$ cat config.mk
export PLATFORM = sky130hd
export DESIGN_NAME = clk_chan_div
export DESIGN_NICKNAME = d
export VERILOG_FILES = /design/src/rtl/cdiv_pkg.sv /design/src/rtl/cdiv_regs.sv /design/src/rtl/cdiv_core.sv /design/src/rtl/cdiv_outmux.sv /design/src/rtl/clk_chan_div.sv
export SDC_FILE = /design/constraint.sdc
export NUM_CORES = 1
export LEC_CHECK = 0
export ABC_AREA = 1
export BUFFER_PORTS_ARGS = -buffer_cell sky130_fd_sc_hd__buf_4
export CAP_MARGIN = 10
export CORE_MARGIN = 5
export CORE_UTILIZATION = 62
export DETAILED_ROUTE_END_ITERATION = 8
export PLACE_DENSITY = 0.88
export SLEW_MARGIN = 20
export SYNTH_ARGS = -nofsm -noshare
export SYNTH_HDL_FRONTEND = slang
export SYNTH_SLANG_ARGS = --single-unit
export TNS_END_PERCENT = 5
$ cat constraint.sdc
create_clock -name clk_i -period 4.54 [get_ports clk_i]
set_clock_uncertainty 0.15 [all_clocks]
set_input_delay 0.454 -clock clk_i [delete_from_list [all_inputs] [get_ports clk_i]]
set_output_delay 0.454 -clock clk_i [all_outputs]
set_load 0.01 [all_outputs]
$ cat src/rtl/cdiv_pkg.sv
package cdiv_pkg;

    parameter int CNT_W  = 4;
    parameter int DATA_W = 8;
    parameter int ADDR_W = 2;

    localparam logic [ADDR_W-1:0] A_COUNTS = ADDR_W'(0);
    localparam logic [ADDR_W-1:0] A_MODE   = ADDR_W'(1);
    localparam logic [ADDR_W-1:0] A_POWER  = ADDR_W'(2);

    typedef struct packed {
        logic [CNT_W-1:0] phase;
        logic             start_hi;
        logic             force_hi;
        logic             ign_sync;
        logic             bypass;
        logic [CNT_W-1:0] hi_cnt;
        logic [CNT_W-1:0] lo_cnt;
        logic             dcc_off;
        logic             pwrdn;
    } cdiv_cfg_t;

    typedef enum logic {
        M_HOLD = 1'b0,
        M_RUN  = 1'b1
    } cdiv_mode_e;

endpackage

$ cat src/rtl/cdiv_regs.sv
module cdiv_regs
    import cdiv_pkg::*;
(
    input  logic              clk_i,
    input  logic              rst_ni,
    input  logic              we_i,
    input  logic [ADDR_W-1:0] addr_i,
    input  logic [DATA_W-1:0] wdata_i,
    output logic [DATA_W-1:0] rdata_o,
    output cdiv_cfg_t         cfg_o
);

    localparam int PAD_W = DATA_W - 2;

    cdiv_cfg_t cfg_d, cfg_q;

    always_comb begin
        cfg_d = cfg_q;
        if (we_i) begin
            unique case (addr_i)
                A_COUNTS: begin
                    cfg_d.hi_cnt = wdata_i[2*CNT_W-1:CNT_W];
                    cfg_d.lo_cnt = wdata_i[CNT_W-1:0];
                end
                A_MODE: begin
                    cfg_d.phase    = wdata_i[2*CNT_W-1:CNT_W];
                    cfg_d.start_hi = wdata_i[3];
                    cfg_d.force_hi = wdata_i[2];
                    cfg_d.ign_sync = wdata_i[1];
                    cfg_d.bypass   = wdata_i[0];
                end
                A_POWER: begin
                    cfg_d.dcc_off = wdata_i[1];
                    cfg_d.pwrdn   = wdata_i[0];
                end
                default: ;
            endcase
        end
    end

    always_ff @(posedge clk_i or negedge rst_ni) begin
        if (!rst_ni) cfg_q <= '0;
        else         cfg_q <= cfg_d;
    end

    always_comb begin
        unique case (addr_i)
            A_COUNTS: rdata_o = {cfg_q.hi_cnt, cfg_q.lo_cnt};
            A_MODE:   rdata_o = {cfg_q.phase, cfg_q.start_hi, cfg_q.force_hi,
                                 cfg_q.ign_sync, cfg_q.bypass};
            A_POWER:  rdata_o = {{PAD_W{1'b0}}, cfg_q.dcc_off, cfg_q.pwrdn};
            default:  rdata_o = '0;
        endcase
    end

    assign cfg_o = cfg_q;

endmodule

$ cat src/rtl/cdiv_core.sv
module cdiv_core
    import cdiv_pkg::*;
(
    input  logic      clk_i,
    input  logic      rst_ni,
    input  logic      sync_ni,
    input  cdiv_cfg_t sh_i,
    output logic      lvl_o,
    output logic      bypass_o,
    output logic      forced_o
);

    typedef struct packed {
        cdiv_cfg_t        act;
        cdiv_mode_e       mode;
        logic             lvl;
        logic [CNT_W-1:0] cnt;
        logic [CNT_W-1:0] wcnt;
    } core_st_t;

    core_st_t st_d, st_q;

    logic             hold;
    logic             idle;
    logic [CNT_W-1:0] dur_m1;

    assign hold   = sh_i.pwrdn || (!sync_ni && !sh_i.ign_sync);
    assign idle   = st_q.act.bypass || (st_q.act.ign_sync && st_q.act.force_hi);
    assign dur_m1 = st_q.lvl ? st_q.act.hi_cnt : st_q.act.lo_cnt;

    always_comb begin
        st_d = st_q;
        if (hold || idle) begin
            st_d.act  = sh_i;
            st_d.mode = M_HOLD;
            st_d.lvl  = sh_i.start_hi;
            st_d.cnt  = '0;
            st_d.wcnt = '0;
        end else if (st_q.mode == M_HOLD) begin
            st_d.mode = M_RUN;
            st_d.wcnt = st_q.act.phase;
            st_d.cnt  = '0;
        end else if (st_q.wcnt != '0) begin
            st_d.wcnt = st_q.wcnt - 1'b1;
        end else if (st_q.cnt == dur_m1) begin
            st_d.lvl = !st_q.lvl;
            st_d.cnt = '0;
            if (st_q.lvl != st_q.act.start_hi) begin
                st_d.act = sh_i;
            end
        end else begin
            st_d.cnt = st_q.cnt + 1'b1;
        end
    end

    always_ff @(posedge clk_i or negedge rst_ni) begin
        if (!rst_ni) st_q <= '0;
        else         st_q <= st_d;
    end

    assign lvl_o    = st_q.lvl;
    assign bypass_o = st_q.act.bypass;
    assign forced_o = st_q.act.ign_sync && st_q.act.force_hi;

endmodule

$ cat src/rtl/cdiv_outmux.sv
module cdiv_outmux (
    input  logic clk_i,
    input  logic pwrdn_i,
    input  logic bypass_i,
    input  logic forced_i,
    input  logic lvl_i,
    output logic clk_o,
    output logic oe_o
);

    always_comb begin
        if (pwrdn_i)       clk_o = 1'b0;
        else if (bypass_i) clk_o = clk_i;
        else if (forced_i) clk_o = 1'b1;
        else               clk_o = lvl_i;
    end

    assign oe_o = !pwrdn_i;

endmodule

$ cat src/rtl/clk_chan_div.sv
module clk_chan_div
    import cdiv_pkg::*;
(
    input  logic              clk_i,
    input  logic              rst_ni,
    input  logic              sync_ni,
    input  logic              cfg_we_i,
    input  logic [ADDR_W-1:0] cfg_addr_i,
    input  logic [DATA_W-1:0] cfg_wdata_i,
    output logic [DATA_W-1:0] cfg_rdata_o,
    output logic              clk_o,
    output logic              oe_o
);

    cdiv_cfg_t sh_cfg;
    logic      core_lvl;
    logic      core_bypass;
    logic      core_forced;

    cdiv_regs u_regs (
        .clk_i   (clk_i),
        .rst_ni  (rst_ni),
        .we_i    (cfg_we_i),
        .addr_i  (cfg_addr_i),
        .wdata_i (cfg_wdata_i),
        .rdata_o (cfg_rdata_o),
        .cfg_o   (sh_cfg)
    );

    cdiv_core u_core (
        .clk_i    (clk_i),
        .rst_ni   (rst_ni),
        .sync_ni  (sync_ni),
        .sh_i     (sh_cfg),
        .lvl_o    (core_lvl),
        .bypass_o (core_bypass),
        .forced_o (core_forced)
    );

    cdiv_outmux u_out (
        .clk_i    (clk_i),
        .pwrdn_i  (sh_cfg.pwrdn),
        .bypass_i (core_bypass),
        .forced_i (core_forced),
        .lvl_i    (core_lvl),
        .clk_o    (clk_o),
        .oe_o     (oe_o)
    );

endmodule

== Yosys cells after proc, flatten, opt, wreduce, memory -nomap -nowiden ==
Index checks and enable logic that the tools add are counted.
W data, S select, Z words.

* Add/subtract/negate cells: 2
* Equal/unequal tests: 7
* Muxes and demuxes: 16
* Reductions and logical operators: 19

{| class="wikitable"
|+ Operators with widths
! cell !! number
|-
| $mux W18 || 4
|-
| $mux W28 || 1
|-
| $pmux W8 S3 || 1
|-
| $mux W4 || 3
|-
| $mux W8 || 1
|-
| $ne A3 B3 Y1 const B || 2
|-
| $reduce_and A2 Y1 || 3
|-
| $reduce_bool A2 Y1 || 3
|-
| $mux W1 || 5
|-
| $mux W5 || 1
|-
| $add A4 B1 Y4 const B || 1
|-
| $eq A4 B4 Y1 || 1
|-
| $logic_not A1 Y1 || 4
|-
| $reduce_and A4 Y1 || 1
|-
| $reduce_bool A4 Y1 || 1
|-
| $sub A4 B1 Y4 const B || 1
|-
| $logic_or A1 B1 Y1 || 3
|-
| $reduce_and A3 Y1 || 1
|-
| $eq A2 B1 Y1 const B || 1
|-
| $eq A2 B2 Y1 const B || 1
|-
| $logic_and A1 B1 Y1 || 2
|-
| $logic_not A2 Y1 || 1
|-
| $ne A2 B1 Y1 const B || 1
|-
| $ne A1 B1 Y1 || 1
|}

* Register bits after elaboration: 44
* Bits of input ports: 14
* Output and inout bits: 10
* Logic and storage cells: 64

== Depth between registers and ports, before layout ==
* Depth after elaboration: 6
* Gate-level depth with buffers: 14
* Gate-level depth less buffers: 12

== By module ==
From an unflattened synthesis, not the netlist that was laid out.

* Cells, all modules: 304
* Area, all modules: 2,575.0 µm²

{| class="wikitable"
|+ By module, submodules not included
! module !! times used !! cells each !! area each (µm²) !! seq. area each (µm²)
|-
| cdiv_core || 1 || 184 || 1,631.6 || 650.6
|-
| cdiv_regs || 1 || 111 || 909.6 || 450.4
|-
| cdiv_outmux || 1 || 9 || 33.8 || 0.0
|}

==> impl_metrics.json <==
{
  "yosys.cell_count.top_type": "sky130_fd_sc_hd__nand2_1",
  "synth.lib_cells_used.distinct": 28,
  "hold_violations_final": 0,
  "die-height_um": 69.3,
  "synth_top_cell_area_share_pct": 50.5,
  "critical_path.reg2reg.startpoint": "u_core.st_q[0]$_DFFE_PN0P_",
  "synth_fp_nets": 281,
  "synth.yosys.warnings": 0,
  "largest_net_degree_at_the_start_of_global_routing": 45,
  "ys_seq_area_share_pct": 50.5,
  "ys_async_sr_fraction_pct": 100,
  "worst-endpoint-required_ps": 3940,
  "post_route_cells_drive_above_1_share_pct": 14.2,
  "clockBufferDepth": 2,
  "postSynthCellCount": 264,
  "place_area_sq_um": 2360,
  "final_layout_worst_hold_slack_ps": 194,
  "drt_pre_antenna_iters": 4,
  "grt_pass1_vias": 1680,
  "clk-insertion-delay-late_ps": 360,
  "fp.dieArea_sq_um": 4800,
  "antenna_cells_inserted": 0,
  "setup-violations-final": 0,
  "place.port_buffers": 23,
  "crit_type": "clock port to output pin",
  "total_global_routing_overflow": 0,
  "most_area_hungry_cell_type_in_the_yosys_netlist": "sky130_fd_sc_hd__dfrtp_1",
  "max_slew_margin_pct": 52.1,
  "drt-wirelength-per-cell_um": 13.0,
  "detail_route.vias_per_cell": 5.28,
  "htree_num_levels": 2,
  "drc_errors": 0,
  "num_rows": 21,
  "placedCellCount": 325,
  "main_synth_ff_type": "sky130_fd_sc_hd__dfrtp_1",
  "critPathLaunchType": "clock port",
  "design.final.nets": 304,
  "critical_path.endpoint_type": "output pin",
  "hold_class": "primary input to flop",
  "core_area_sq_um": 3360,
  "worst_pin_slew_ps": 716,
  "post-route-cell-area_sq_um": 2460,
  "timing.final.max_slew_violations": 0,
  "preCtsSetupSlack_ps": 1420,
  "die-width_um": 69.3,
  "vdd_drop_max_mv": 0.325,
  "finalNonFillerCells": 334,
  "drt-initial-drc-count": 106,
  "antenna_violations_before_repair": 0,
  "detail_route.wirelength_um": 4340,
  "synth_enable_flop_cells": 0,
  "detailed_place_hpwl_um": 3230,
  "setup_tns_final_ps": 0,
  "synth.area.top_cells": "sky130_fd_sc_hd__dfrtp_1 (50%), sky130_fd_sc_hd__nand2_1 (15%), sky130_fd_sc_hd__o21ai_0 (6.2%)",
  "grt_setup_unrepaired": "no",
  "total_leakage_power_nw": 1.27,
  "finalWorstSetupSlack_ps": 1030,
  "max_capacitance_violation_count": 0,
  "vias": 1765,
  "cp.arrival_ps": 2910,
  "initial_core_util_pct": 64.8,
  "worstSetupStartpoint": "clk_i",
  "cts_inserted_buffers": 5,
  "ctsRootBufferMaster": "sky130_fd_sc_hd__clkbuf_4",
  "drt.antenna.violating_nets": 0,
  "grt_util_all_layers_pct": 19.0,
  "synth.cell_area_sq_um": 2180,
  "hold_path.startpoint": "cfg_wdata_i[7]",
  "critPathMaxFanout": 10,
  "pin_count": 24,
  "cts.reportedPaths.clkPinSlew_ps": 130,
  "synth-seq-cells": 44,
  "synth_area_per_cell_sq_um": 8.26,
  "area_growth_pct": 12.6,
  "cts_tree": "yes",
  "power.density_cell_area_nw_per_um2": 596,
  "grt_pass1_wl_um": 7470,
  "place.gp.congestion": 0.814,
  "post_synth_most_frequent_cells": "sky130_fd_sc_hd__nand2_1 (87), sky130_fd_sc_hd__dfrtp_1 (44), sky130_fd_sc_hd__inv_1 (29)",
  "status": "complete, no violations"
}
[critical path, stage by stage]
cell                       delay, ps
sky130_fd_sc_hd__clkbuf_4        140
sky130_fd_sc_hd__clkbuf_4        190
sky130_fd_sc_hd__inv_1            70
sky130_fd_sc_hd__a221oi_1         80
sky130_fd_sc_hd__buf_4           150
[through the flow]
step / total power, mW / utilization, %
after floorplan: 1.10 / -
after global placement: 1.19 / 70.2
after detailed placement: 1.22 / 70.2
after CTS: 1.47 / 73.0
after global routing: 1.59 / 73.0
final: 1.46 / 73.0
[timing repair]
action / CTS / global route
hold buffers: 1 / 0
gates resized for setup: 0 / 0
buffers inserted: 0 / 0
hold endpoints to repair: 44 / 0
[sequential cells by signal, indices dropped and copies added, names as in the netlist]
name and flops:
u_core.st_q 24, u_core.bypass_o 1, u_core.lvl_o 1, u_regs.cfg_o 18
[path summary, 6_finish.rpt]
| kind | to | slack (ps) | cells after the start |
|---|---|---|---|
| max reg2reg | u_core.st_q[14]$_DFFE_PN0P_ | 2310 | 9 |
| min reg2reg | u_core.st_q[27]$_DFFE_PN0P_ | 340 | 2 |
| min in group asynchronous | u_regs.cfg_o[7]$_DFFE_PN0P_ | 450 | 2 |
| min | u_regs.cfg_o[9]$_DFFE_PN0P_ | 190 | 3 |
| max in group asynchronous | u_core.st_q[5]$_DFFE_PN0P_ | 3430 | 2 |
| max | clk_o | 1030 | 5 |
[area by class of cell]
cell class	instances	area [sq um]
flip-flops and latches	44	1100
multi-input cells	181	912
fillers	278	907
repair buffers	23	175
inverters	30	115
well taps	46	57.6
clock inverters	4	50.0
clock buffers	6	45.0
[metal layers]
| metal | GRT usage (%) | share of wire, % | up-vias |
|---|---|---|---|
| met5 | 0 | 0 | - |
| met4 | 8.03 | 2.3 | 0 |
| met3 | 3.91 | 4.3 | 8 |
| met2 | 30.1 | 48 | 51 |
| met1 | 25.2 | 45 | 805 |
| li1 | - | - | 901 |
[cell usage in the layout, fill, tap and decap left out]
| cell type | Yosys | final |
|---|---|---|
| sky130_fd_sc_hd__a21oi_1 | 4 | 4 |
| sky130_fd_sc_hd__a221oi_1 | 1 | 1 |
| sky130_fd_sc_hd__a22o_1 | 5 | 5 |
| sky130_fd_sc_hd__buf_4 | 2 | 23 |
| sky130_fd_sc_hd__bufinv_16 | 0 | 1 |
| sky130_fd_sc_hd__clkbuf_4 | 0 | 5 |
| sky130_fd_sc_hd__clkinv_4 | 0 | 1 |
| sky130_fd_sc_hd__clkinvlp_4 | 0 | 1 |
| sky130_fd_sc_hd__dfrtp_1 | 44 | 44 |
| sky130_fd_sc_hd__dlygate4sd3_1 | 0 | 1 |
| sky130_fd_sc_hd__ha_1 | 3 | 3 |
| sky130_fd_sc_hd__inv_1 | 29 | 29 |
| sky130_fd_sc_hd__inv_2 | 1 | 1 |
| sky130_fd_sc_hd__inv_4 | 1 | 1 |
| sky130_fd_sc_hd__nand2_1 | 87 | 87 |
| sky130_fd_sc_hd__nand2_2 | 1 | 1 |
| sky130_fd_sc_hd__nand2_4 | 1 | 1 |
| sky130_fd_sc_hd__nand2_8 | 1 | 1 |
| sky130_fd_sc_hd__nand3_1 | 12 | 12 |
| sky130_fd_sc_hd__nand3_4 | 1 | 1 |
| sky130_fd_sc_hd__nand4_1 | 15 | 15 |
| sky130_fd_sc_hd__nor2_1 | 11 | 11 |
| sky130_fd_sc_hd__nor2_2 | 3 | 3 |
| sky130_fd_sc_hd__nor2_4 | 1 | 1 |
| sky130_fd_sc_hd__nor3_1 | 1 | 1 |
| sky130_fd_sc_hd__o211ai_1 | 1 | 1 |
| sky130_fd_sc_hd__o21ai_0 | 27 | 27 |
| sky130_fd_sc_hd__o22ai_1 | 2 | 2 |
| sky130_fd_sc_hd__xnor2_1 | 2 | 2 |
| sky130_fd_sc_hd__xor2_1 | 2 | 2 |
[cell families (layout without fill, tap and decap cells)]
| kind of cell | count (synthesis) | count (layout) | share of synthesized area, % |
|---|---|---|---|
| compound gates | 40 | 40 | 10.4 |
| buf+inv | 39 | 63 | 7.69 |
| simple gates | 134 | 134 | 28.1 |
| xor+xnor | 4 | 4 | 1.61 |
| flops | 44 | 44 | 50.5 |
| fa+ha+maj | 3 | 3 | 1.72 |
[where the power goes]
group | leakage (nW) | switching, mW | internal [mW] | total, mW
sequential | 0.564 | 0.0943 | 0.505 | 0.600
combinational | 0.649 | 0.389 | 0.205 | 0.594
clock | 0.0535 | 0.143 | 0.127 | 0.271
total | 1.27 | 0.626 | 0.838 | 1.46
Power figures use the tool's default switching activity.
